<file path="src/rtl/ctl_ep_pkg.sv">
package ctl_ep_pkg;

    typedef enum logic [2:0] {
        ST_IDLE,
        ST_IN_FILL,
        ST_IN_BUSY,
        ST_OUT_WAIT,
        ST_OUT_FULL,
        ST_DONE,
        ST_STALLED
    } ep0_state_t;

endpackage

</file>
<file path="src/rtl/ctl_setup_regs.sv">
module ctl_setup_regs #(
    parameter int SETUP_BYTES = 8
) (
    input  logic                       clk,
    input  logic                       rst_n,
    input  logic                       setup_vld,
    input  logic [8*SETUP_BYTES-1:0]   setup_pkt,
    input  logic                       rd_setup,
    output logic                       irq_setup,
    output logic [7:0]                 rd_byte
);
    localparam int PW = $clog2(SETUP_BYTES + 1);
    localparam int IW = $clog2(SETUP_BYTES);
    localparam logic [PW-1:0] PTR_END = PW'(SETUP_BYTES);

    logic [7:0]    bytes_q [SETUP_BYTES];
    logic [PW-1:0] ptr_q;
    logic          irq_q;

    always_ff @(posedge clk) begin
        if (setup_vld) begin
            for (int i = 0; i < SETUP_BYTES; i++) begin
                bytes_q[i] <= setup_pkt[8*i +: 8];
            end
        end
    end

    always_ff @(posedge clk or negedge rst_n) begin
        if (!rst_n) begin
            ptr_q <= '0;
            irq_q <= 1'b0;
        end else if (setup_vld) begin
            ptr_q <= '0;
            irq_q <= 1'b1;
        end else if (rd_setup) begin
            irq_q <= 1'b0;
            if (ptr_q != PTR_END) begin
                ptr_q <= ptr_q + 1'b1;
            end
        end
    end

    always_comb begin
        irq_setup = irq_q;
        rd_byte   = (ptr_q == PTR_END) ? 8'h00 : bytes_q[ptr_q[IW-1:0]];
    end

    // a fresh setup raises the interrupt
    a_r1_setup_irq: assert property (@(posedge clk) disable iff (!rst_n)
        setup_vld |=> irq_setup);

    // a fresh setup rewinds the read pointer
    a_r4_ptr_rewind: assert property (@(posedge clk) disable iff (!rst_n)
        setup_vld |=> (ptr_q == '0));

    // the pointer never runs past the packet
    a_r2_ptr_bound: assert property (@(posedge clk) disable iff (!rst_n)
        ptr_q <= PTR_END);

    // a read without a new setup advances by exactly one until the end
    a_r2_ptr_step: assert property (@(posedge clk) disable iff (!rst_n)
        (rd_setup && !setup_vld && ptr_q != PTR_END) |=> (ptr_q == $past(ptr_q) + 1'b1));

endmodule

</file>
<file path="src/rtl/ctl_ep0_buf.sv">
module ctl_ep0_buf #(
    parameter int DEPTH = 64,
    parameter int DW    = 8
) (
    input  logic                     clk,
    input  logic                     we,
    input  logic [$clog2(DEPTH)-1:0] waddr,
    input  logic [DW-1:0]            wdata,
    input  logic [$clog2(DEPTH)-1:0] raddr_a,
    output logic [DW-1:0]            rdata_a,
    input  logic [$clog2(DEPTH)-1:0] raddr_b,
    output logic [DW-1:0]            rdata_b
);
    logic [DW-1:0] mem_q [DEPTH];

    always_ff @(posedge clk) begin
        if (we) begin
            mem_q[waddr] <= wdata;
        end
    end

    always_comb begin
        rdata_a = mem_q[raddr_a];
        rdata_b = mem_q[raddr_b];
    end

endmodule

</file>
<file path="src/rtl/ctl_ep0_fsm.sv">
module ctl_ep0_fsm
    import ctl_ep_pkg::*;
#(
    parameter int MAX_PKT = 64,
    localparam int AW = $clog2(MAX_PKT),
    localparam int CW = $clog2(MAX_PKT + 1)
) (
    input  logic          clk,
    input  logic          rst_n,
    input  logic          setup_vld,
    input  logic          setup_dir_in,
    input  logic [15:0]   setup_wlen,
    input  logic          wr_data,
    input  logic          wr_count,
    input  logic          wr_stall,
    input  logic          rd_data,
    input  logic [7:0]    wdata,
    input  logic          usb_in_ack,
    input  logic          usb_out_we,
    input  logic [7:0]    usb_out_data,
    input  logic          usb_out_end,
    input  logic [CW-1:0] usb_out_cnt,
    output logic          buf_we,
    output logic [AW-1:0] buf_waddr,
    output logic [7:0]    buf_wdata,
    output logic [AW-1:0] mst_raddr,
    output logic [CW-1:0] pkt_cnt,
    output logic          irq_buf,
    output logic          ep0_stall,
    output logic          in_pkt_rdy,
    output logic [CW-1:0] in_pkt_len,
    output logic          status_ok
);
    localparam logic [CW-1:0] FULL = CW'(MAX_PKT);

    ep0_state_t    state_q, state_d, setup_target;
    logic [CW-1:0] wptr_q;
    logic [AW-1:0] rptr_q;
    logic [CW-1:0] cnt_q;
    logic [15:0]   rem_q;
    logic [15:0]   in_clip, out_clip;
    logic          last_pkt, wptr_room;

    function automatic logic [15:0] clip_len(input logic [15:0] req, input logic [15:0] left);
        logic [15:0] m;
        m = (req > 16'(MAX_PKT)) ? 16'(MAX_PKT) : req;
        return (m > left) ? left : m;
    endfunction

    always_comb begin
        in_clip   = clip_len(16'(wdata), rem_q);
        out_clip  = clip_len(16'(usb_out_cnt), rem_q);
        last_pkt  = (cnt_q < FULL) || (rem_q == 16'd0);
        wptr_room = (wptr_q < FULL);
        if (setup_wlen == 16'd0) begin
            setup_target = ST_DONE;
        end else if (setup_dir_in) begin
            setup_target = ST_IN_FILL;
        end else begin
            setup_target = ST_OUT_WAIT;
        end
    end

    // state register
    always_ff @(posedge clk or negedge rst_n) begin
        if (!rst_n) begin
            state_q <= ST_IDLE;
        end else begin
            state_q <= state_d;
        end
    end

    // next state
    always_comb begin
        state_d = state_q;
        unique case (state_q)
            ST_IDLE, ST_DONE: state_d = ST_IDLE;
            ST_IN_FILL:  if (wr_count)    state_d = ST_IN_BUSY;
            ST_IN_BUSY:  if (usb_in_ack)  state_d = last_pkt ? ST_DONE : ST_IN_FILL;
            ST_OUT_WAIT: if (usb_out_end) state_d = ST_OUT_FULL;
            ST_OUT_FULL: if (wr_count)    state_d = last_pkt ? ST_DONE : ST_OUT_WAIT;
            ST_STALLED:  state_d = ST_STALLED;
            default:     state_d = ST_IDLE;
        endcase
        if (wr_stall)  state_d = ST_STALLED;
        if (setup_vld) state_d = setup_target;
    end

    // data-phase counters
    always_ff @(posedge clk or negedge rst_n) begin
        if (!rst_n) begin
            wptr_q <= '0;
            rptr_q <= '0;
            cnt_q  <= '0;
            rem_q  <= '0;
        end else if (setup_vld) begin
            wptr_q <= '0;
            rptr_q <= '0;
            cnt_q  <= '0;
            rem_q  <= setup_wlen;
        end else begin
            unique case (state_q)
                ST_IN_FILL: begin
                    if (wr_data && wptr_room) wptr_q <= wptr_q + 1'b1;
                    if (wr_count) begin
                        cnt_q <= CW'(in_clip);
                        rem_q <= rem_q - in_clip;
                    end
                end
                ST_IN_BUSY: begin
                    if (usb_in_ack) wptr_q <= '0;
                end
                ST_OUT_WAIT: begin
                    if (usb_out_we && wptr_room) wptr_q <= wptr_q + 1'b1;
                    if (usb_out_end) begin
                        cnt_q  <= CW'(out_clip);
                        rem_q  <= rem_q - out_clip;
                        wptr_q <= '0;
                        rptr_q <= '0;
                    end
                end
                ST_OUT_FULL: begin
                    if (rd_data) rptr_q <= rptr_q + 1'b1;
                end
                default: ;
            endcase
        end
    end

    // outputs
    always_comb begin
        buf_we     = wptr_room && (((state_q == ST_IN_FILL) && wr_data) ||
                                   ((state_q == ST_OUT_WAIT) && usb_out_we));
        buf_waddr  = wptr_q[AW-1:0];
        buf_wdata  = (state_q == ST_OUT_WAIT) ? usb_out_data : wdata;
        mst_raddr  = rptr_q;
        pkt_cnt    = cnt_q;
        irq_buf    = (state_q == ST_IN_FILL) || (state_q == ST_OUT_FULL);
        ep0_stall  = (state_q == ST_STALLED);
        in_pkt_rdy = (state_q == ST_IN_BUSY);
        in_pkt_len = cnt_q;
        status_ok  = (state_q == ST_DONE);
    end

    // checker state: bytes handed to the host against the request length
    logic [16:0] sent_chk;
    logic [15:0] wlen_chk;
    always_ff @(posedge clk or negedge rst_n) begin
        if (!rst_n) begin
            sent_chk <= '0;
            wlen_chk <= '0;
        end else if (setup_vld) begin
            sent_chk <= '0;
            wlen_chk <= setup_wlen;
        end else if (usb_in_ack && in_pkt_rdy) begin
            sent_chk <= sent_chk + 17'(in_pkt_len);
        end
    end

    // total IN data never exceeds wLength
    a_r7_total_wlen: assert property (@(posedge clk) disable iff (!rst_n)
        sent_chk <= {1'b0, wlen_chk});

    // a committed packet never exceeds the buffer
    a_r7_len_limit: assert property (@(posedge clk) disable iff (!rst_n)
        in_pkt_rdy |-> (in_pkt_len <= FULL));

    // a non-zero write to the setup register stalls
    a_r3_stall_entry: assert property (@(posedge clk) disable iff (!rst_n)
        (wr_stall && !setup_vld) |=> (ep0_stall && !irq_buf && !in_pkt_rdy));

    // zero wLength completes the status stage at once
    a_r5_no_data: assert property (@(posedge clk) disable iff (!rst_n)
        (setup_vld && setup_wlen == 16'd0) |=> status_ok);

    // status completion is a single-cycle pulse
    a_r8_status_pulse: assert property (@(posedge clk) disable iff (!rst_n)
        (status_ok && !setup_vld) |=> !status_ok);

endmodule

</file>
<file path="src/rtl/ctl_ep_handler.sv">
module ctl_ep_handler #(
    parameter int MAX_PKT     = 64,
    parameter int SETUP_BYTES = 8,
    parameter logic [7:0] ADDR_DATA  = 8'h31,
    parameter logic [7:0] ADDR_SETUP = 8'h32,
    parameter logic [7:0] ADDR_COUNT = 8'h33,
    localparam int AW = $clog2(MAX_PKT),
    localparam int CW = $clog2(MAX_PKT + 1)
) (
    input  logic                     clk,
    input  logic                     rst_n,
    input  logic                     usb_setup_vld,
    input  logic [8*SETUP_BYTES-1:0] usb_setup_pkt,
    input  logic                     usb_in_ack,
    input  logic [AW-1:0]            usb_in_raddr,
    output logic [7:0]               usb_in_rdata,
    output logic                     in_pkt_rdy,
    output logic [CW-1:0]            in_pkt_len,
    input  logic                     usb_out_we,
    input  logic [7:0]               usb_out_data,
    input  logic                     usb_out_end,
    input  logic [CW-1:0]            usb_out_cnt,
    input  logic                     reg_wr,
    input  logic                     reg_rd,
    input  logic [7:0]               reg_addr,
    input  logic [7:0]               reg_wdata,
    output logic [7:0]               reg_rdata,
    output logic                     irq_setup,
    output logic                     irq_buf,
    output logic                     ep0_stall,
    output logic                     status_ok
);
    logic          rd_setup, rd_data, wr_data, wr_count, wr_stall;
    logic [7:0]    setup_byte, mst_rdata, buf_wdata;
    logic          buf_we;
    logic [AW-1:0] buf_waddr, mst_raddr;
    logic [CW-1:0] pkt_cnt;
    logic [15:0]   setup_wlen;

    always_comb begin
        rd_setup   = reg_rd && (reg_addr == ADDR_SETUP);
        rd_data    = reg_rd && (reg_addr == ADDR_DATA);
        wr_data    = reg_wr && (reg_addr == ADDR_DATA);
        wr_count   = reg_wr && (reg_addr == ADDR_COUNT);
        wr_stall   = reg_wr && (reg_addr == ADDR_SETUP) && (reg_wdata != 8'h00);
        setup_wlen = {usb_setup_pkt[63:56], usb_setup_pkt[55:48]};
    end

    ctl_setup_regs #(.SETUP_BYTES(SETUP_BYTES)) setup_i (
        .clk       (clk),
        .rst_n     (rst_n),
        .setup_vld (usb_setup_vld),
        .setup_pkt (usb_setup_pkt),
        .rd_setup  (rd_setup),
        .irq_setup (irq_setup),
        .rd_byte   (setup_byte)
    );

    ctl_ep0_fsm #(.MAX_PKT(MAX_PKT)) fsm_i (
        .clk          (clk),
        .rst_n        (rst_n),
        .setup_vld    (usb_setup_vld),
        .setup_dir_in (usb_setup_pkt[7]),
        .setup_wlen   (setup_wlen),
        .wr_data      (wr_data),
        .wr_count     (wr_count),
        .wr_stall     (wr_stall),
        .rd_data      (rd_data),
        .wdata        (reg_wdata),
        .usb_in_ack   (usb_in_ack),
        .usb_out_we   (usb_out_we),
        .usb_out_data (usb_out_data),
        .usb_out_end  (usb_out_end),
        .usb_out_cnt  (usb_out_cnt),
        .buf_we       (buf_we),
        .buf_waddr    (buf_waddr),
        .buf_wdata    (buf_wdata),
        .mst_raddr    (mst_raddr),
        .pkt_cnt      (pkt_cnt),
        .irq_buf      (irq_buf),
        .ep0_stall    (ep0_stall),
        .in_pkt_rdy   (in_pkt_rdy),
        .in_pkt_len   (in_pkt_len),
        .status_ok    (status_ok)
    );

    ctl_ep0_buf #(.DEPTH(MAX_PKT), .DW(8)) buf_i (
        .clk     (clk),
        .we      (buf_we),
        .waddr   (buf_waddr),
        .wdata   (buf_wdata),
        .raddr_a (usb_in_raddr),
        .rdata_a (usb_in_rdata),
        .raddr_b (mst_raddr),
        .rdata_b (mst_rdata)
    );

    always_ff @(posedge clk or negedge rst_n) begin
        if (!rst_n) begin
            reg_rdata <= 8'h00;
        end else if (reg_rd) begin
            if (reg_addr == ADDR_SETUP)      reg_rdata <= setup_byte;
            else if (reg_addr == ADDR_DATA)  reg_rdata <= mst_rdata;
            else if (reg_addr == ADDR_COUNT) reg_rdata <= 8'(pkt_cnt);
            else                             reg_rdata <= 8'h00;
        end
    end

    // the setup interrupt drops on the first read of the setup register
    a_r1_irq_clear: assert property (@(posedge clk) disable iff (!rst_n)
        (rd_setup && !usb_setup_vld) |=> !irq_setup);

    // a new setup lifts the stall
    a_r4_stall_lift: assert property (@(posedge clk) disable iff (!rst_n)
        usb_setup_vld |=> !ep0_stall);

endmodule

</file>
<file path="config.mk">
export PLATFORM = sky130hd
export DESIGN_NAME = ctl_ep_handler
export DESIGN_NICKNAME = d
export VERILOG_FILES = /design/src/rtl/ctl_ep_pkg.sv /design/src/rtl/ctl_setup_regs.sv /design/src/rtl/ctl_ep0_buf.sv /design/src/rtl/ctl_ep0_fsm.sv /design/src/rtl/ctl_ep_handler.sv
export SDC_FILE = /design/constraint.sdc
export NUM_CORES = 1
export LEC_CHECK = 0
export BUFFER_PORTS_ARGS = -buffer_cell sky130_fd_sc_hd__buf_2
export CORE_MARGIN = 2
export CORE_UTILIZATION = 35
export CTS_BUF_LIST = sky130_fd_sc_hd__clkbuf_2
export CTS_CLUSTER_DIAMETER = 60
export DETAILED_ROUTE_END_ITERATION = 6
export PLACE_DENSITY = 0.52
export SETUP_SLACK_MARGIN = 0.5
export SYNTH_ARGS = -nofsm -noshare
export SYNTH_HDL_FRONTEND = slang
export SYNTH_HIERARCHICAL = 1
export SYNTH_SLANG_ARGS = --single-unit
</file>
<file path="constraint.sdc">
create_clock -name clk -period 4.3 [get_ports clk]
set_clock_uncertainty 0.1 [all_clocks]
set_input_delay 0.43 -clock clk [delete_from_list [all_inputs] [get_ports clk]]
set_output_delay 0.43 -clock clk [all_outputs]
set_load 0.1 [all_outputs]
</file>
==> impl_metrics.env, run 1 <==
export IMPL_reg2reg_depth=18
export IMPL_insertion_delay_ns=1.40
export IMPL_final_cell_mix="edfxtp_1 (576), mux4_2 (270), clkbuf_2 (240), dlygate4sd3_1 (213), buf_4 (158)"
export IMPL_cpMaxStageDelayCell="mux4_2"
export IMPL_whs_path_depth=9
export IMPL_fin_crit_ns=4.25
export IMPL_ys_warn_count=6
export IMPL_dr_first_iter_drc_count=1747
export IMPL_async_reset_ff_share_pct=8.28
export IMPL_rsz0062_at_grt="yes"
export IMPL_viasPerCell=5.58
export IMPL_grt_max_degree=74
export IMPL_start_kind="flop"
export IMPL_netlist_area_mm2=0.0310
export IMPL_final_common_cell="edfxtp_1"
export IMPL_drt_wl_total_mm=100
export IMPL_synth_cell_types=78
export IMPL_slew_viol_final=0
export IMPL_path_clk_slew_ns=0.10
export IMPL_fp_dieH_um=301
export IMPL_max_stage_delay_ns=0.51
export IMPL_ys_ff_latch=628
export IMPL_crit_top_cell="mux4_2"
export IMPL_htreeDepth=4
export IMPL_vdd_drop_max_mv=0.221
export IMPL_routedWlPerCell_um=26.9
export IMPL_cts_root_buf="clkbuf_2"
export IMPL_hpwlAfterDp_mm=64.9
export IMPL_crit_buf_inv=2
export IMPL_die_area_mm2=0.0909
export IMPL_ys_flop_type="edfxtp_1"
export IMPL_cp_required_ns=3.77
export IMPL_grt_total_usage_pct=22.1
export IMPL_avgSynthCellArea_um2=16.7
export IMPL_grt_overflow_total=0
export IMPL_grt_pass1_vias=22100
export IMPL_vias=20800
export IMPL_r2r_start="fsm_i/rem_q[6]"
export IMPL_powerDensity_mw_per_mm2=369
export IMPL_cts_tree="built"
export IMPL_postSynthCellCount=1859
export IMPL_yosysSeqAreaShare_pct=60.1
export IMPL_fmax_ghz=0.235
export IMPL_die_x_um=301
export IMPL_finalHoldViolations=0
export IMPL_timing_rr_end="fsm_i/rem_q[9]"
export IMPL_whs_endpoint="fsm_i/rem_q[1]"
export IMPL_crit_path_cell_trace="mux4_2 > mux4_2 > nor2_4 > a2111oi_2 > buf_4 > a311o_1 > buf_12"
export IMPL_p_leak_nw=13.2
export IMPL_hold_ws_ns=0.199
export IMPL_grt_first_pass_wirelength_mm=145
export IMPL_port_buffer_count=136
export IMPL_fin_nets=2576
export IMPL_max_cap_viol_count=0
export IMPL_crit_fanout=2
export IMPL_antenna_found_initial=1
export IMPL_cts_buffer_depth=3
export IMPL_maxSlewHeadroom_pct=20.3
export IMPL_num_rows=109
export IMPL_p_total_mw=14.2
export IMPL_tightest_slew_ns=1.20
export IMPL_coreArea_mm2=0.0880
export IMPL_cpLargestDelayFamily="multiplexers"
export IMPL_critPathArrivalTime_ns=3.72
export IMPL_ioPinCount=137
export IMPL_drc=0
export IMPL_min_from="usb_out_cnt[1]"
export IMPL_cts_sinks=628
export IMPL_drive_above_1_share_pct=37.8
export IMPL_syn2layout_area_growth_pct=23.8
export IMPL_crit_path_end_kind="output port"
export IMPL_holdCritPathClass="in -> reg"
export IMPL_ff2ff_setup_slack_ns=0.26
export IMPL_cts_inserted_buffers=168
export IMPL_status="completed"
export IMPL_ant_nets=0
export IMPL_synth_edf_count=576
export IMPL_setup_violations=0
export IMPL_fin_crit_sh_pct=98.8
export IMPL_start_util_pct=35.2
export IMPL_crit_type="reg -> out"
export IMPL_drtPass1Iterations=6
export IMPL_gp_congestion=0.887
-- layer usage --
layer / share of wire [%] / routed length, um / track usage, % / vias to the layer above
met2: 49 / 48600 / 36.0 / 866
met4: 3.7 / 3720 / 9.16 / 0
met3: 6.8 / 6760 / 4.69 / 207
met5: 0 / 0 / 0 / -
li1: - / - / - / 8898
met1: 41 / 40900 / 28.7 / 10800
-- final cells by class --
| type | instances | area (um^2) |
|---|---|---|
| Sequential cell | 628 | 18600 |
| Clock buffer | 240 | 1200 |
| Tap cell | 1165 | 1460 |
| Fill cell | 7766 | 49600 |
| Timing Repair Buffer | 528 | 4490 |
| Inverter | 26 | 97.6 |
| Clock inverter | 56 | 285 |
| Multi-Input combinational cell | 1080 | 12200 |
| Antenna cell | 2 | 5.00 |
-- registers in the layout (all words and copies together) (netlist names) --
name,count
buf_i/mem_q,512
fsm_i/in_pkt_len,7
fsm_i/mst_raddr,6
fsm_i/rem_q,16
fsm_i/state_q,3
fsm_i/wptr_q,7
reg_rdata,8
setup_i/bytes_q,64
setup_i/irq_setup,1
setup_i/ptr_q,4
-- how the worst max path moves through the flow --
| stage | depth (start not counted) | end | slack (ns) | startpoint |
|---|---|---|---|---|
| 3_3_place_gp | 17 | fsm_i/rem_q[9] | 0.05 | usb_out_cnt[6] |
| 3_5_place_dp | 17 | fsm_i/rem_q[9] | -0.03 | usb_out_cnt[6] |
| 5_1_grt | 7 | usb_in_rdata[7] | -0.11 | buf_i/mem_q[10][7] |
| 4_1_cts | 7 | usb_in_rdata[7] | -0.11 | buf_i/mem_q[10][7] |
| 2_1_floorplan | 18 | fsm_i/rem_q[12] | 0.52 | reg_wdata[6] |
| 6_report | 7 | usb_in_rdata[7] | 0.05 | buf_i/mem_q[11][7] |
-- logic make-up after synthesis --
| kind of cell | count (synthesis) | synth area share, % |
|---|---|---|
| adder cells (fa/ha/maj) | 35 | 1.44 |
| AO/OA/AOI/OAI | 263 | 5.86 |
| AND/OR/NAND/NOR | 367 | 5.78 |
| flip-flops | 628 | 60.1 |
| buffers and inverters | 157 | 2.65 |
| other | 2 | 0.0243 |
| multiplexers | 394 | 23.8 |
| XOR/XNOR | 13 | 0.368 |
-- power breakdown --
part / total, mW / internal (mW) / switching [mW]
sequential: 7.25 / 7.14 / 0.102
combinational: 2.70 / 1.03 / 1.67
clock: 4.21 / 1.54 / 2.66
total: 14.2 / 9.72 / 4.43
-- cells in the mapped netlist (8+ instances only) --
| library cell | number | area share (%) |
|---|---|---|
| edfxtp_1 | 576 | 56 |
| o21ai_1 | 11 | 0.18 |
| nor2b_1 | 20 | 0.40 |
| nor3_1 | 15 | 0.24 |
| clkbuf_1 | 44 | 0.53 |
| nand3_1 | 30 | 0.48 |
| a21o_1 | 9 | 0.22 |
| o22ai_1 | 27 | 0.55 |
| dfrtp_1 | 52 | 4.2 |
| ha_1 | 34 | 1.4 |
| buf_2 | 39 | 0.63 |
| o22a_1 | 9 | 0.25 |
| and2_1 | 10 | 0.20 |
| o31ai_1 | 8 | 0.19 |
| mux2_2 | 16 | 0.58 |
| a21oi_1 | 41 | 0.66 |
| inv_1 | 24 | 0.29 |
| buf_6 | 8 | 0.29 |
| and3_1 | 8 | 0.16 |
| nand4_1 | 9 | 0.18 |
| nor4_1 | 9 | 0.18 |
| xnor2_1 | 10 | 0.28 |
| o211ai_1 | 13 | 0.32 |
| a211oi_1 | 9 | 0.22 |
| nand2b_1 | 21 | 0.42 |
| mux2i_1 | 99 | 3.2 |
| o21ai_0 | 55 | 0.89 |
| buf_4 | 25 | 0.61 |
| a22oi_1 | 21 | 0.51 |
| nor2_1 | 106 | 1.3 |
| mux4_2 | 270 | 20 |
| nand2_1 | 107 | 1.3 |
| buf_1 | 13 | 0.16 |
-- worst register-to-register path, stage by stage (launching register included) --
cell	delay [ns]
dfrtp_1	0.44
inv_2	0.09
ha_1	0.30
nand4b_1	0.14
nor2_1	0.07
a211oi_2	0.27
nand2_4	0.13
buf_6	0.14
mux2_4	0.30
a221oi_4	0.31
ha_4	0.27
o21ai_2	0.14
a21oi_2	0.08
o32ai_4	0.36
buf_6	0.16
o21ai_4	0.05
xnor2_1	0.14
o21ai_1	0.07
mux2_4	0.28
-- through the flow --
step	area, um^2	instances	setup slack, ns	setup TNS (ns)	utilization, %
finish	38300	3725	0.0515	0	43.6
global placement	33800	3187	0.0486	0	38.4
CTS	37900	3709	-0.115	-0.138	43.1
floorplan	31000	1865	0.517	0	-
detailed placement	33800	3187	-0.0350	-0.0625	38.4
global route	38300	3724	-0.108	-0.108	43.6
-- what timing repair did --
item,in CTS,in global routing
endpoints found under the setup margin,18,25
endpoints found under the hold margin,643,2
gates resized for setup,76,64
buffers inserted,12,14
pin swaps,24,32
hold buffers,214,1
Power figures use the tool's default switching activity.
==> inputs of run 2 (changes only) <==
--- a/config.mk
+++ b/config.mk
@@ -12,4 +12,5 @@
 export CTS_CLUSTER_DIAMETER = 60
 export DETAILED_ROUTE_END_ITERATION = 6
+export GPL_TIMING_DRIVEN = 1
 export PLACE_DENSITY = 0.52
 export SETUP_SLACK_MARGIN = 0.5
--- a/constraint.sdc
+++ b/constraint.sdc
@@ -3,3 +3,3 @@
 set_input_delay 0.43 -clock clk [delete_from_list [all_inputs] [get_ports clk]]
 set_output_delay 0.43 -clock clk [all_outputs]
-set_load 0.1 [all_outputs]
+set_load 0.02 [all_outputs]
==> impl_metrics.env, run 2 (synthesis gave the netlist of run 1 again) <==
export IMPL_insertion_delay_ns=1.45
export IMPL_powerDensity_mw_per_mm2=370
export IMPL_htreeDepth=4
export IMPL_crit_fanout=2
export IMPL_reg2reg_depth=19
export IMPL_rsz0062_at_grt="yes"
export IMPL_routedWlPerCell_um=26.5
export IMPL_num_rows=109
export IMPL_maxSlewHeadroom_pct=37.6
export IMPL_die_area_mm2=0.0909
export IMPL_viasPerCell=5.53
export IMPL_coreArea_mm2=0.0880
export IMPL_finalHoldViolations=0
export IMPL_cts_root_buf="clkbuf_2"
export IMPL_worstSetupPathDepth=7
export IMPL_pre_cts_ws_ns=-0.0523
export IMPL_crit_top_cell="mux4_2"
export IMPL_ioPinCount=137
export IMPL_fin_nets=2565
export IMPL_dp_cells=3176
export IMPL_met1_usage_pct=28.5
export IMPL_syn2layout_area_growth_pct=23.5
export IMPL_ant_nets=0
export IMPL_hold_ws_ns=0.155
export IMPL_worst_slack_ns=0.0769
export IMPL_crit_buf_inv=2
export IMPL_drive_above_1_share_pct=37.8
export IMPL_cts_tree="built"
export IMPL_setup_violations=0
export IMPL_cp_required_ns=3.77
export IMPL_critPathArrivalTime_ns=3.69
export IMPL_fp_dieH_um=301
export IMPL_crit_path_cell_trace="mux4_2 > mux4_2 > nor2_2 > a2111oi_2 > buf_4 > a311o_1 > buf_6"
export IMPL_cpLargestDelayFamily="multiplexers"
export IMPL_grt_pass1_vias=21800
export IMPL_path_clk_slew_ns=0.11
export IMPL_fin_crit_sh_pct=98.2
export IMPL_dr_first_iter_drc_count=1885
export IMPL_grt_total_usage_pct=21.8
export IMPL_p_leak_nw=13.1
export IMPL_crit_type="reg -> out"
export IMPL_gp_congestion=0.888
export IMPL_hpwlAfterDp_mm=64.8
export IMPL_largest_register="buf_i/mem_q"
export IMPL_fmax_ghz=0.237
export IMPL_cpMaxStageDelayCell="mux4_2"
export IMPL_drc=0
export IMPL_grt_max_degree=65
export IMPL_holdCritPathClass="in -> reg"
export IMPL_max_stage_delay_ns=0.53
export IMPL_grt_first_pass_wirelength_mm=144
export IMPL_grt_overflow_total=0
export IMPL_start_kind="flop"
export IMPL_fin_crit_ns=4.22
export IMPL_cts_sinks=628
export IMPL_p_total_mw=14.1
export IMPL_vdd_drop_max_mv=0.231
export IMPL_min_from="usb_setup_pkt[15]"
export IMPL_largest_reg_flops=512
export IMPL_port_buffer_count=136
export IMPL_top_usage_layer="met2"
export IMPL_whs_endpoint="setup_i/bytes_q[1][7]"
export IMPL_antenna_found_initial=7
export IMPL_grt_use_met3_pct=4.34
export IMPL_max_cap_viol_count=0
export IMPL_whs_path_depth=3
export IMPL_slew_viol_final=0
export IMPL_die_x_um=301
export IMPL_cts_inserted_buffers=169
export IMPL_top_regs="buf_i/mem_q: 512 flops, setup_i/bytes_q: 64 flops, fsm_i/rem_q: 16 flops"
export IMPL_grt_use_met2_pct=35.3
export IMPL_final_cell_mix="edfxtp_1 (576), mux4_2 (270), clkbuf_2 (259), dlygate4sd3_1 (218), buf_4 (143)"
export IMPL_drtPass1Iterations=6
export IMPL_r2r_start="fsm_i/rem_q[5]"
export IMPL_crit_path_end_kind="output port"
export IMPL_fin_tns_setup_ns=0
export IMPL_timing_rr_end="fsm_i/rem_q[12]"
export IMPL_design_area_mm2=0.0382
export IMPL_vias=20600
export IMPL_cts_buffer_depth=3
export IMPL_status="completed"
export IMPL_drt_wl_total_mm=98.3
export IMPL_final_common_cell="edfxtp_1"
export IMPL_nFillCells=7848
export IMPL_tightest_slew_ns=0.936
export IMPL_ff2ff_setup_slack_ns=0.42
export IMPL_start_util_pct=35.2
export IMPL_fin_cells=3714
export IMPL_placed_area_mm2=0.0337
export IMPL_final_util_pct=43.5
run 2: per-layer routing:
| layer | share of wire, % | wire length (um) | up-vias |
|---|---|---|---|
| met1 | 41 | 40600 | 10600 |
| met5 | 0.050 | 49 | - |
| met4 | 3.8 | 3780 | 8 |
| met2 | 48 | 47300 | 854 |
| li1 | - | - | 8862 |
| met3 | 6.7 | 6550 | 210 |
run 2: final cells by class:
class,instances,area (um^2),share of cell area (%)
Multi-Input combinational cell,1080,12200,31.8
Tap cell,1165,1460,3.81
Clock inverter,38,270,0.707
Clock buffer,259,1300,3.39
Antenna cell,2,5.00,0.0131
Timing Repair Buffer,516,4350,11.4
Sequential cell,628,18600,48.7
Inverter,26,97.6,0.255
run 2: worst register-to-register path: cells and delay by family, from the launching register on:
family / cells / cell delay, ns
compound gates: 7 / 1.25
flops: 1 / 0.42
xor+xnor: 1 / 0.13
buf+inv: 3 / 0.40
simple gates: 5 / 0.61
fa+ha+maj: 3 / 0.83
run 2: how the worst max path moves through the flow:
stage / from / to
floorplan: reg_wdata[6] / fsm_i/rem_q[12]
global placement: usb_out_cnt[6] / fsm_i/rem_q[9]
detailed placement: usb_out_cnt[6] / fsm_i/rem_q[13]
CTS: buf_i/mem_q[7][7] / usb_in_rdata[7]
global route: buf_i/mem_q[11][7] / usb_in_rdata[7]
finish: buf_i/mem_q[7][7] / usb_in_rdata[7]
run 2: repair_timing:
action                     CTS  global route
hold buffers               219             2
pin swaps                   31            53
gates cloned                 0             0
setup endpoints to repair   17            26
gates resized for setup     71            55
hold endpoints to repair   739             3
buffers inserted            12             8
run 2: where the power goes:
group          internal [mW]  total, mW  switching [mW]  leakage, nW
Sequential              7.14       7.25           0.113         5.91
Combinational          0.992       2.49            1.50         6.02
Clock                   1.72       4.41            2.69         1.21
